**src/rtl/memctl_pkg.sv**
```systemverilog
package memctl_pkg;

  localparam int unsigned ROM_BASE_OFS = 32'h400;

  typedef enum logic [1:0] {
    SZ_BYTE = 2'd0,
    SZ_WORD = 2'd1,
    SZ_LONG = 2'd2,
    SZ_RSVD = 2'd3
  } acc_size_e;

  typedef enum logic [2:0] {
    SEL_NONE = 3'd0,
    SEL_A    = 3'd1,
    SEL_B    = 3'd2,
    SEL_C    = 3'd3,
    SEL_D    = 3'd4,
    SEL_ROM  = 3'd5
  } reg_sel_e;

  localparam logic [31:0] A_RD_MASK   = 32'h0010_7FFF;
  localparam logic [31:0] A_ILV_EN    = 32'h0000_0100;
  localparam logic [31:0] A_ILV       = 32'h0000_0007;
  localparam logic [31:0] A_SIZE_BAS  = 32'h0000_7E00;
  localparam logic [31:0] A_TYPE_BAS  = 32'h0000_0010;
  localparam logic [31:0] A_TYPE_EXT  = 32'h0000_006A;
  localparam logic [31:0] B_RD_MASK   = 32'hFFFF_F7FF;
  localparam logic [31:0] B_INIT      = 32'h0000_3000;
  localparam logic [31:0] B_FIXED_WR  = 32'h0000_43FF;
  localparam logic [31:0] B_SA_EN     = 32'h0000_4000;
  localparam logic [31:0] B_SA        = 32'h0FFF_8000;
  localparam logic [31:0] FLAG_DCRD   = 32'h4000_0000;
  localparam logic [31:0] W1C_BAS     = 32'h3000_0000;
  localparam logic [31:0] W1C_EXT     = 32'h300C_0380;
  localparam logic [31:0] ERR_RD_BAS  = 32'h7FFF_FFFF;
  localparam logic [31:0] ERR_RD_EXT  = 32'h700C_0380;

  function automatic logic [31:0] a_reset_val(logic ext, int unsigned mb);
    return ext ? (((32'(mb) - 32'd1) << 9) | A_TYPE_EXT) : (A_SIZE_BAS | A_TYPE_BAS);
  endfunction

  function automatic logic [31:0] b_reset_val(logic ext, int unsigned idx, int unsigned mb);
    return ext ? (B_INIT | ((32'(idx) * 32'(mb)) << 19)) : (B_INIT | (32'(idx) << 21));
  endfunction

  function automatic logic [31:0] merge_bits(logic [31:0] old, logic [31:0] wd, logic [31:0] mask);
    return (old & ~mask) | (wd & mask);
  endfunction

  function automatic logic [31:0] a_wr_mask(logic [31:0] wd);
    return A_ILV_EN | (((wd & A_ILV_EN) != 32'd0) ? A_ILV : 32'd0);
  endfunction

  function automatic logic [31:0] b_wr_mask(logic [31:0] wd);
    return B_FIXED_WR | (((wd & B_SA_EN) != 32'd0) ? B_SA : 32'd0);
  endfunction

  function automatic logic [31:0] clr_mask(logic ext);
    return ext ? W1C_EXT : W1C_BAS;
  endfunction

  function automatic logic [31:0] err_rd_mask(logic ext);
    return ext ? ERR_RD_EXT : ERR_RD_BAS;
  endfunction

  // Write first (load disable bit, then clear ones), set events last so they win.
  function automatic logic [31:0] flag_next(logic [31:0] old, logic [31:0] wd, logic we,
                                            logic [31:0] w1c, logic [31:0] set);
    logic [31:0] n;
    n = old;
    if (we) n = merge_bits(old, wd, FLAG_DCRD) & ~(wd & w1c);
    return n | (set & ~FLAG_DCRD);
  endfunction

endpackage

```
**src/rtl/memctl_decode.sv**
```systemverilog
module memctl_decode
  import memctl_pkg::*;
#(
  parameter int ADDR_W    = 13,
  parameter int ROM_WORDS = 16,
  localparam int OFS_W    = ADDR_W - 2,
  localparam int ROM_AW   = $clog2(ROM_WORDS)
) (
  input  logic [ADDR_W-1:0] addr_i,
  input  acc_size_e         size_i,
  input  logic              write_i,
  input  logic              ext_i,
  output reg_sel_e          sel_o,
  output logic              bad_o,
  output logic              nxm_o,
  output logic [ROM_AW-1:0] rom_idx_o
);

  localparam logic [OFS_W-1:0] ROM_BASE = OFS_W'(ROM_BASE_OFS);
  localparam logic [OFS_W-1:0] ROM_LIM  = OFS_W'(ROM_WORDS);

  logic [OFS_W-1:0] ofs;
  logic [OFS_W-1:0] rel;

  assign ofs       = addr_i[ADDR_W-1:2];
  assign rel       = ofs - ROM_BASE;
  assign rom_idx_o = rel[ROM_AW-1:0];

  always_comb begin
    sel_o = SEL_NONE;
    nxm_o = 1'b0;
    bad_o = (addr_i[1:0] != 2'b00) || (size_i != SZ_LONG);
    if (!bad_o) begin
      if (ofs >= ROM_BASE) begin
        if (write_i || (rel >= ROM_LIM)) nxm_o = 1'b1;
        else                             sel_o = SEL_ROM;
      end else begin
        case (ofs)
          OFS_W'(0): sel_o = SEL_A;
          OFS_W'(1): sel_o = SEL_B;
          OFS_W'(2): sel_o = SEL_C;
          OFS_W'(3): begin
            if (ext_i) sel_o = SEL_D;
            else       nxm_o = 1'b1;
          end
          default:   nxm_o = 1'b1;
        endcase
      end
    end
  end

endmodule

```
**src/rtl/memctl_regs.sv**
```systemverilog
module memctl_regs
  import memctl_pkg::*;
#(
  parameter int CTRL_IDX = 1,
  parameter int ARRAY_MB = 2
) (
  input  logic        clk,
  input  logic        rst_n,
  input  logic        ext_mode_i,
  input  logic        wr_fire_i,
  input  reg_sel_e    sel_i,
  input  logic [31:0] wdata_i,
  input  logic [31:0] set_c_i,
  input  logic [31:0] set_d_i,
  output logic        ext_q_o,
  output logic [31:0] rd_a_o,
  output logic [31:0] rd_b_o,
  output logic [31:0] rd_c_o,
  output logic [31:0] rd_d_o
);

  logic        ext_q;
  logic [31:0] a_q, b_q, c_q, d_q;
  logic        wr_a, wr_b, wr_c, wr_d;

  assign wr_a = wr_fire_i && (sel_i == SEL_A);
  assign wr_b = wr_fire_i && (sel_i == SEL_B);
  assign wr_c = wr_fire_i && (sel_i == SEL_C);
  assign wr_d = wr_fire_i && (sel_i == SEL_D);

  always_ff @(posedge clk) begin
    if (!rst_n) begin
      ext_q <= ext_mode_i;
      a_q   <= a_reset_val(ext_mode_i, ARRAY_MB);
      b_q   <= b_reset_val(ext_mode_i, CTRL_IDX, ARRAY_MB);
      c_q   <= '0;
      d_q   <= '0;
    end else begin
      if (wr_a) a_q <= merge_bits(a_q, wdata_i, a_wr_mask(wdata_i));
      if (wr_b) b_q <= merge_bits(b_q, wdata_i, b_wr_mask(wdata_i));
      c_q <= flag_next(c_q, wdata_i, wr_c, clr_mask(ext_q), set_c_i);
      d_q <= ext_q ? flag_next(d_q, wdata_i, wr_d, W1C_EXT, set_d_i) : '0;
    end
  end

  assign ext_q_o = ext_q;
  assign rd_a_o  = a_q & A_RD_MASK;
  assign rd_b_o  = (b_q & B_RD_MASK) | B_INIT;
  assign rd_c_o  = c_q & err_rd_mask(ext_q);
  assign rd_d_o  = d_q & ERR_RD_EXT;

  // the mode latched at reset never moves afterwards
  p_mode_hold_r14: assert property (@(posedge clk) disable iff (!rst_n)
    1'b1 |=> $stable(ext_q));

  // interleave field guarded by its enable bit
  p_ilv_guard_r5: assert property (@(posedge clk) disable iff (!rst_n)
    (wr_a && ((wdata_i & A_ILV_EN) == 32'd0)) |=> ((a_q & A_ILV) == $past(a_q & A_ILV)));

  // start-address field guarded by its enable bit
  p_sa_guard_r6: assert property (@(posedge clk) disable iff (!rst_n)
    (wr_b && ((wdata_i & B_SA_EN) == 32'd0)) |=> ((b_q & B_SA) == $past(b_q & B_SA)));

  // disable bit of C changes only on a bus write to C
  p_dcrd_sw_only_r13: assert property (@(posedge clk) disable iff (!rst_n)
    !wr_c |=> ((c_q & FLAG_DCRD) == $past(c_q & FLAG_DCRD)));

  // register D holds nothing in the basic build
  p_d_absent_r9: assert property (@(posedge clk) disable iff (!rst_n)
    !ext_q |-> (d_q == 32'd0));

endmodule

```
**src/rtl/memctl_rom.sv**
```systemverilog
module memctl_rom #(
  parameter int ROM_WORDS = 16,
  localparam int ROM_AW   = $clog2(ROM_WORDS)
) (
  input  logic              clk,
  input  logic              rst_n,
  input  logic              wr_en_i,
  input  logic [ROM_AW+1:0] wr_addr_i,
  input  logic [7:0]        wr_byte_i,
  input  logic [ROM_AW-1:0] rd_idx_i,
  output logic [31:0]       rd_data_o
);

  logic [31:0]       mem [ROM_WORDS];
  logic [ROM_AW-1:0] wr_idx;
  logic [1:0]        wr_lane;

  assign wr_idx  = wr_addr_i[ROM_AW+1:2];
  assign wr_lane = wr_addr_i[1:0];

  always_ff @(posedge clk) begin
    if (!rst_n) begin
      for (int i = 0; i < ROM_WORDS; i++) mem[i] <= '0;
    end else if (wr_en_i) begin
      mem[wr_idx][{wr_lane, 3'b000} +: 8] <= wr_byte_i;
    end
  end

  assign rd_data_o = mem[rd_idx_i];

endmodule

```
**src/rtl/memctl_csr_file.sv**
```systemverilog
module memctl_csr_file
  import memctl_pkg::*;
#(
  parameter int CTRL_IDX  = 1,
  parameter int ARRAY_MB  = 2,
  parameter int ADDR_W    = 13,
  parameter int ROM_WORDS = 16,
  localparam int ROM_AW   = $clog2(ROM_WORDS)
) (
  input  logic              clk,
  input  logic              rst_n,
  input  logic              ext_mode_i,
  input  logic              req_valid_i,
  input  logic              req_write_i,
  input  logic [ADDR_W-1:0] req_addr_i,
  input  logic [1:0]        req_size_i,
  input  logic [31:0]       req_wdata_i,
  input  logic [31:0]       err_set_c_i,
  input  logic [31:0]       err_set_d_i,
  input  logic              rom_wr_en_i,
  input  logic [ROM_AW+1:0] rom_wr_addr_i,
  input  logic [7:0]        rom_wr_byte_i,
  output logic              rsp_valid_o,
  output logic              wr_ack_o,
  output logic [31:0]       rsp_rdata_o,
  output logic              nxm_o,
  output logic              err_cnf_o
);

  reg_sel_e          sel;
  logic              bad_acc, nxm_hit, ext_q, acc_ok, wr_fire, rd_fire;
  logic [ROM_AW-1:0] rom_idx;
  logic [31:0]       rd_a, rd_b, rd_c, rd_d, rom_word, rd_mux;

  memctl_decode #(.ADDR_W(ADDR_W), .ROM_WORDS(ROM_WORDS)) u_dec (
    .addr_i   (req_addr_i),
    .size_i   (acc_size_e'(req_size_i)),
    .write_i  (req_write_i),
    .ext_i    (ext_q),
    .sel_o    (sel),
    .bad_o    (bad_acc),
    .nxm_o    (nxm_hit),
    .rom_idx_o(rom_idx)
  );

  assign acc_ok  = !bad_acc && !nxm_hit;
  assign wr_fire = req_valid_i && req_write_i && acc_ok;
  assign rd_fire = req_valid_i && !req_write_i && acc_ok;

  memctl_regs #(.CTRL_IDX(CTRL_IDX), .ARRAY_MB(ARRAY_MB)) u_regs (
    .clk       (clk),
    .rst_n     (rst_n),
    .ext_mode_i(ext_mode_i),
    .wr_fire_i (wr_fire),
    .sel_i     (sel),
    .wdata_i   (req_wdata_i),
    .set_c_i   (err_set_c_i),
    .set_d_i   (err_set_d_i),
    .ext_q_o   (ext_q),
    .rd_a_o    (rd_a),
    .rd_b_o    (rd_b),
    .rd_c_o    (rd_c),
    .rd_d_o    (rd_d)
  );

  memctl_rom #(.ROM_WORDS(ROM_WORDS)) u_rom (
    .clk      (clk),
    .rst_n    (rst_n),
    .wr_en_i  (rom_wr_en_i),
    .wr_addr_i(rom_wr_addr_i),
    .wr_byte_i(rom_wr_byte_i),
    .rd_idx_i (rom_idx),
    .rd_data_o(rom_word)
  );

  always_comb begin
    case (sel)
      SEL_A:   rd_mux = rd_a;
      SEL_B:   rd_mux = rd_b;
      SEL_C:   rd_mux = rd_c;
      SEL_D:   rd_mux = rd_d;
      SEL_ROM: rd_mux = rom_word;
      default: rd_mux = '0;
    endcase
  end

  always_ff @(posedge clk) begin
    if (!rst_n) begin
      rsp_valid_o <= 1'b0;
      wr_ack_o    <= 1'b0;
      nxm_o       <= 1'b0;
      err_cnf_o   <= 1'b0;
      rsp_rdata_o <= '0;
    end else begin
      rsp_valid_o <= req_valid_i && !req_write_i;
      wr_ack_o    <= req_valid_i && req_write_i;
      nxm_o       <= req_valid_i && !bad_acc && nxm_hit;
      err_cnf_o   <= req_valid_i && bad_acc;
      rsp_rdata_o <= rd_fire ? rd_mux : '0;
    end
  end

  // refusal pulse rides on a handshake with zero data
  p_err_handshake_r4: assert property (@(posedge clk) disable iff (!rst_n)
    err_cnf_o |-> ((rsp_valid_o || wr_ack_o) && (rsp_rdata_o == 32'd0)));

  // missing-location pulse rides on a handshake, never with a refusal
  p_nxm_handshake_r12: assert property (@(posedge clk) disable iff (!rst_n)
    nxm_o |-> ((rsp_valid_o || wr_ack_o) && !err_cnf_o && (rsp_rdata_o == 32'd0)));

  // every read request is answered in the next cycle
  p_read_answer_r12: assert property (@(posedge clk) disable iff (!rst_n)
    (req_valid_i && !req_write_i) |=> (rsp_valid_o && !wr_ack_o));

  // no handshake without a request
  p_no_spurious_r12: assert property (@(posedge clk) disable iff (!rst_n)
    !req_valid_i |=> (!rsp_valid_o && !wr_ack_o && !nxm_o && !err_cnf_o));

endmodule

```
**config.mk**
```make
export PLATFORM = sky130hd
export DESIGN_NAME = memctl_csr_file
export DESIGN_NICKNAME = d
export VERILOG_FILES = /design/src/rtl/memctl_pkg.sv /design/src/rtl/memctl_decode.sv /design/src/rtl/memctl_regs.sv /design/src/rtl/memctl_rom.sv /design/src/rtl/memctl_csr_file.sv
export SDC_FILE = /design/constraint.sdc
export NUM_CORES = 1
export LEC_CHECK = 0
export ABC_AREA = 0
export CAP_MARGIN = 15
export CORE_MARGIN = 2
export CORE_UTILIZATION = 46
export CTS_BUF_LIST = sky130_fd_sc_hd__clkbuf_16
export CTS_CLUSTER_DIAMETER = 150
export CTS_CLUSTER_SIZE = 30
export DETAILED_ROUTE_END_ITERATION = 8
export GPL_TIMING_DRIVEN = 0
export REMOVE_ABC_BUFFERS = 1
export SLEW_MARGIN = 20
export SYNTH_ARGS = -nofsm -noshare
export SYNTH_HDL_FRONTEND = slang
export SYNTH_SLANG_ARGS = --single-unit
export TNS_END_PERCENT = 50
```
**constraint.sdc**
```tcl
create_clock -name clk -period 6.6 [get_ports clk]
set_input_delay 1.98 -clock clk [delete_from_list [all_inputs] [get_ports clk]]
set_output_delay 1.98 -clock clk [all_outputs]
set_load 0.005 [all_outputs]
```
After elaboration in Yosys (flattened, before gate mapping)
Memory sizes are Yosys's and may differ from the RTL's.
Cells that the tools add are included.
Word-level totals
  bits in registers: 165
  bits in latches: 0
  RAM bits: 512
  bits in read-only memories: 0
  input bits: 131
  output and inout port bits: 36
  logic and storage cells: 101
  memories: 1
Cells by class
  $add $sub $neg: 2
  $mul: 0
  divide/modulo/power cells: 0
  magnitude comparators: 2
  eq/ne operators: 11
  shift-type cells: 2
  muxes and demuxes: 32
  bitwise gates (word level): 18
  reduce and logical (&&, ||, !) cells: 23
Memory list
  u_rom.mem: words 16, bits a word 32, read ports 1, clocked after Yosys merged registers in 0, wr ports 16, RTL line memctl_rom.sv:14  | logic [31:0] mem [ROM_WORDS];
Operators by type and width (count)
  $mux W32: 11
  $and A32 B32 Y32: 8
  $pmux W32 S5: 1
  $or A32 B32 Y32: 4
  $not A32 Y32: 3
  $or A32 B31 Y32: 2
  $mux W28: 2
  $not A30 Y32: 1
  $reduce_or A32 Y1: 1
  $shift A8 B7 Y32 const A: 1
  $shiftx A8 B7 Y32: 1
  $eq A11 B2 Y1 const B: 2
  $mux W22: 1
  $mux W20: 1
  $mux W15: 1
  $mux W3: 5
  $logic_and A1 B1 Y1: 12
  $pmux W3 S4: 1
  $eq A11 B1 Y1 const B: 1
  $ge A11 B11 Y1 const B: 1
  $ge A11 B5 Y1 const B: 1
  $logic_not A11 Y1: 1
  $sub A11 B11 Y11 const B: 1
  $mux W1: 7
  other kinds (13): 20

Logic depth before layout (Yosys ltp)
  depth in word-level cells: 13
  gate-level depth with buffers: 8
  mapped depth without buffers: 5

Cells and area by module
Synthesis repeated with hierarchy kept, for this count alone.
Unflattened totals
  cell total of the unflattened synthesis: 2165
  area, all modules: 28079.4 µm²
By module, submodules not included
  memctl_rom: instances 1, cells an instance 1550, area an instance 22203.8 µm², sequential area each 15374.7 µm²
  memctl_regs: instances 1, cells an instance 327, area an instance 3321.9 µm², sequential area each 1711.6 µm²
  memctl_csr_file: instances 1, cells an instance 268, area an instance 2388.5 µm², sequential area each 720.7 µm²
  memctl_decode: instances 1, cells an instance 20, area an instance 165.2 µm², sequential area each 0.0 µm²

Worst setup path after synthesis
OpenSTA, ideal clock, no wires.
  path kind: input to register
  start point: in req_addr_i[1]
  end point: reg u_regs.b_q[0] (enable)
  setup time: 379 ps
  arrival: 3836 ps
  data required time: 6221 ps
  slack: 2385 ps
  stages: 5
  buffers on the path: 1
  cell sequence: or4b_1 > clkbuf_1 > nor4_2 > nand2_1 > nand2_1
Between the ends
  word-level cells in the longest chain between the ends: 8
  elaborated cells on any way between the ends: 11
  those cells by class: eq/ne (2); mux (2); reduce/logical (7)
Ends and longest elaborated chain
  from (decl): RTL line memctl_csr_file.sv:15  | input logic [ADDR_W-1:0] req_addr_i,
  $reduce_bool A2 Y1 (*): RTL line memctl_decode.sv:32  | bad_o = (addr_i[1:0] != 2'b00) || (size_i != SZ_LONG);
  $logic_or A1 B1 Y1 (*): RTL line memctl_decode.sv:32
  $mux W1: RTL line memctl_decode.sv:33  | if (!bad_o) begin
  $logic_not A1 Y1: RTL line memctl_csr_file.sv:46  | assign acc_ok = !bad_acc && !nxm_hit;
  $logic_and A1 B1 Y1: RTL line memctl_csr_file.sv:46
  $logic_and A1 B1 Y1: RTL line memctl_csr_file.sv:47  | assign wr_fire = req_valid_i && req_write_i && acc_ok;
  $logic_and A1 B1 Y1 (*): RTL line memctl_regs.sv:27  | assign wr_b = wr_fire_i && (sel_i == SEL_B);
  $ne A2 B1 Y1 (no source line) (*)
  to (signal assigned): RTL line memctl_regs.sv:35  | b_q <= b_reset_val(ext_mode_i, CTRL_IDX, ARRAY_MB);
  to (signal assigned): RTL line memctl_regs.sv:40  | if (wr_b) b_q <= merge_bits(b_q, wdata_i, b_wr_mask(wdata_i));
  to (decl): RTL line memctl_regs.sv:23  | logic [31:0] a_q, b_q, c_q, d_q;
Every way passes the cells marked *; elsewhere a longest branch is shown, timed or not.
A chain may end at the register's enable or synchronous reset.

Worst setup path after layout
  start point: in req_addr_i[7]
  end point: reg rsp_rdata_o[21]
Between the ends
  word-level cells in the longest chain between the ends: 10
  elaborated cells on any way between the ends: 27
  those cells by class: add/sub (1); order compare (2); eq/ne (8); mux (9); reduce/logical (7)
Ends and longest elaborated chain
  branches (longest 10 deep; another with $sub A11 B11 Y11)
  to (signal assigned): RTL line memctl_csr_file.sv:99  | rsp_rdata_o <= rd_fire ? rd_mux : '0;
  to (decl): RTL line memctl_csr_file.sv:25  | output logic [31:0] rsp_rdata_o,
Several ways; the timed one is not identified.

==> run summary <==
element type at the critical path start: input port
register clock-pin slew on the reported worst setup and hold paths: 0.12 ns
adder-cell share of the synthesized area: 0.2363%
depth of the worst register-to-register path: 6
critical path peak fanout: 21
total global routing overflow: 0
cts bufs inserted: 24
remaining number of nets flagged by the antenna check after routing: 0
number of buffers inserted by post-CTS setup repair: 0
post-synthesis sequential element count: 618
die area: 0.05948 mm²
global router's overall resource usage: 24.98%
minimum setup slack after placement: 1.089 ns
Routed Wire Length: 74930 µm
number of standard cells after synthesis: 1975
Final Non-Filler Cells: 2818
multiplexer fraction of the synthesized cell area: 13.18%
number of maximum-capacitance constraint violations: 0
endpoint with the worst hold slack: u_regs.c_q[23]
Clock Tree Buf Depth: 3
number of warnings printed during yosys synthesis: 0
async set-reset flop share out of synthesis: 0%
number of global-route vias before repair: 16.53k
Post-Syn Area per Cell: 13.40 µm²
Die Height: 243.9 µm
XOR/XNOR share of the synthesized area: 0.03309%
number of rows in the core area: 87
total placed cells including tap cells: 2772
outcome: finished clean
Max VDD drop: 0.1940 mV
Unique masters post-synth: 55
worst hold slack: 0.4822 ns
Avg WL per Cell: 26.59 µm
power per cell area: 238.9 mW/mm²
largest net degree at the start of global routing: 73
CP endpoint kind: register
post-synthesis share of cell area spent on and, or, nand and nor gates: 13.61%
gp weighted congestion: 0.8356
Hold Startpoint: u_regs.c_q[23]
flop-to-flop setup slack: 4.08 ns
most frequently used flop master after synthesis: sky130_fd_sc_hd__edfxtp_1
number of pins with negative max-slew slack in the final report: 0
growth of design area from synthesis to finish: 10.98%
cell at the root of the clock tree: sky130_fd_sc_hd__clkbuf_16
Clock Latency Late Sink: 0.62 ns
Worst Path Arrival: 5.39 ns
initial cell density of the core: 46.76%
ratio of cells with drive above 1 in the final layout: 10.87%
clock tree from TritonCTS: built
share of the yosys chip area belonging to registers: 67.27%
terminus of the critical flop-to-flop path: rsp_rdata_o[21]
count of routing violations after the opening detailed-route iteration: 1748
post-CTS sizing: 0
pin slew with the least headroom to its limit: 1.299 ns
Final Hold Viols: 0
peak clock frequency supported by timing: 0.2050 GHz
post-layout worst setup margin: 1.721 ns
final clock skew: 0.02317 ns
die width: 243.9 µm
first-pass GRT wire length: 110000 µm
antenna violations before repair: 4
Detailed Routing Iterations Pass 1: 5
dominant combinational cell family by area after synthesis: simple AND/OR/NAND/NOR gates
via count: 16.86k
data required time at the worst endpoint: 7.11 ns
unrepaired setup endpoints after global routing: false
setup TNS: 0 ns
number of primary I/O pins: 167
setup violation total in the final timing report: 0
# hold bufs at CTS: 0
Hold/Removal Path Class: reg2reg
Via density: 5.981
maximum level of the CTS H-tree: 1
Leakage: 9.264 nW
startpoint-to-endpoint class of the critical path: in2reg
ratio of final minimum period to clock period: 73.93%
Relative slew margins: 12.74%
final critical delay including setup and external delays: 4.879 ns
DRC Markers: 0
standard cell core area: 0.05660 mm²
clock sink count: 618
hpwl dp: 51020 µm
Hold Path Depth: 2
post-synthesis instance area: 0.02647 mm²
most frequent cells in the layout: sky130_fd_sc_hd__nor2_1 (605), sky130_fd_sc_hd__edfxtp_1 (543), sky130_fd_sc_hd__nand2_1 (193), sky130_fd_sc_hd__mux4_2 (135), sky130_fd_sc_hd__clkdlybuf4s50_1 (128)
number of buffers inserted by port buffering: 134
most common cell after layout, fill and taps aside: sky130_fd_sc_hd__nor2_1
number of enable flip-flop cells after synthesis: 543
# nets final: 2178
Synth Area in Compound Gates: 3.635%
reg2reg start: u_regs.ext_q_o
## cells by family (layout without fill, tap and decap cells)
family,Yosys count,after routing
fa+ha+maj,5,5
compound gates,146,146
other cells,0,2
flops,618,618
mux,178,178
simple gates,893,893
xor+xnor,1,1
buf+inv,134,219
## worst max-delay path, cell delays in order
cell and delay [ns]:
sky130_fd_sc_hd__clkdlybuf4s50_1 0.43, sky130_fd_sc_hd__nor4_2 0.60, sky130_fd_sc_hd__nand3_1 0.55, sky130_fd_sc_hd__or4_2 1.03, sky130_fd_sc_hd__buf_16 0.26, sky130_fd_sc_hd__or2_2 0.31
sky130_fd_sc_hd__o22ai_1 0.20
## worst max-delay path by stage
stage | start | to | slack (ns) | cells after the start
detailed placement | req_addr_i[7] | rsp_rdata_o[21] | 1.09 | 7
floorplan | req_addr_i[7] | u_regs.b_q[0] | 2.39 | 4
CTS | req_addr_i[7] | rsp_rdata_o[21] | 1.71 | 7
global placement | req_addr_i[2] | rsp_rdata_o[16] | -8.55 | 6
finish | req_addr_i[7] | rsp_rdata_o[21] | 1.72 | 7
global route | req_addr_i[7] | rsp_rdata_o[21] | 1.62 | 7
## power breakdown
group          switching (mW)  total (mW)  internal (mW)
logic                   0.379       0.640          0.261
registers              0.0610        4.49           4.43
clock network            1.20        1.88          0.683
## flip-flops by register name, summed over array words and instances, names as in the netlist, named ones only
name            cells
err_cnf_o           1
nxm_o               1
rsp_rdata_o        32
rsp_valid_o         1
u_regs.a_q          5
u_regs.b_q         22
u_regs.c_q         31
u_regs.d_q          8
u_regs.ext_q_o      1
u_rom.mem         512
wr_ack_o            1
## routing by layer
layer	wire, µm	up-vias	part of all wire (%)	track usage [%]
met2	35560	794	47	40.23
li1	-	7323	-	-
met5	23	-	0.031	0
met4	2180	4	2.9	6.833
met1	30920	8625	41	35.76
met3	6249	109	8.3	3.591
## cell type report
class / instances / area [µm²]
inverter: 24 / 90.09
clock buffer: 24 / 600.6
timing repair buffer: 151 / 1627
clock inverter: 20 / 100.1
multi-input combinational: 1223 / 8202
fill: 4929 / 27230
antenna: 2 / 5.005
tap: 756 / 945.9
sequential: 618 / 17810
## through the flow
| stage | power, mW | utilization [%] | area (µm²) |
|---|---|---|---|
| 6_report | 7.017 | 51.90 | 29380 |
| 5_1_grt | 7.211 | 51.90 | 29380 |
| 4_1_cts | 7.036 | 51.89 | 29370 |
| 3_5_place_dp | 5.220 | 50.65 | 28670 |
| 3_3_place_gp | 5.263 | 50.01 | 28310 |
| 2_1_floorplan | 4.883 | - | 26020 |
## cells in the mapped netlist (3+ instances only)
| cell | instances | area share [%] |
|---|---|---|
| sky130_fd_sc_hd__edfxtp_1 | 543 | 62 |
| sky130_fd_sc_hd__o22ai_1 | 21 | 0.50 |
| sky130_fd_sc_hd__mux4_2 | 135 | 11 |
| sky130_fd_sc_hd__nor3_1 | 18 | 0.34 |
| sky130_fd_sc_hd__nor4_2 | 3 | 0.14 |
| sky130_fd_sc_hd__a21oi_1 | 40 | 0.76 |
| sky130_fd_sc_hd__nor4_1 | 4 | 0.095 |
| sky130_fd_sc_hd__or4_1 | 4 | 0.11 |
| sky130_fd_sc_hd__o21ai_1 | 4 | 0.076 |
| sky130_fd_sc_hd__or2_2 | 4 | 0.095 |
| sky130_fd_sc_hd__nor3b_1 | 4 | 0.11 |
| sky130_fd_sc_hd__dfxtp_1 | 75 | 5.7 |
| sky130_fd_sc_hd__buf_1 | 8 | 0.11 |
| sky130_fd_sc_hd__mux2_2 | 15 | 0.64 |
| sky130_fd_sc_hd__nor2b_1 | 4 | 0.095 |
| sky130_fd_sc_hd__a31oi_1 | 7 | 0.17 |
| sky130_fd_sc_hd__a32oi_1 | 4 | 0.13 |
| sky130_fd_sc_hd__mux2i_1 | 28 | 1.1 |
| sky130_fd_sc_hd__and2_1 | 13 | 0.31 |
| sky130_fd_sc_hd__nand3_1 | 6 | 0.11 |
| sky130_fd_sc_hd__and3_1 | 12 | 0.28 |
| sky130_fd_sc_hd__inv_1 | 23 | 0.33 |
| sky130_fd_sc_hd__nand2_1 | 194 | 2.8 |
| sky130_fd_sc_hd__a222oi_1 | 4 | 0.15 |
| sky130_fd_sc_hd__clkbuf_1 | 83 | 1.2 |
| sky130_fd_sc_hd__a22oi_1 | 28 | 0.79 |
| sky130_fd_sc_hd__a21o_1 | 3 | 0.085 |
| sky130_fd_sc_hd__buf_2 | 15 | 0.28 |
| sky130_fd_sc_hd__a21boi_0 | 3 | 0.085 |
| sky130_fd_sc_hd__ha_1 | 5 | 0.24 |
| sky130_fd_sc_hd__nand2b_1 | 7 | 0.17 |
| sky130_fd_sc_hd__nor2_1 | 607 | 8.6 |
| sky130_fd_sc_hd__or3_1 | 6 | 0.14 |
| sky130_fd_sc_hd__o21ai_0 | 17 | 0.32 |
(Power assumes the default switching activity.)
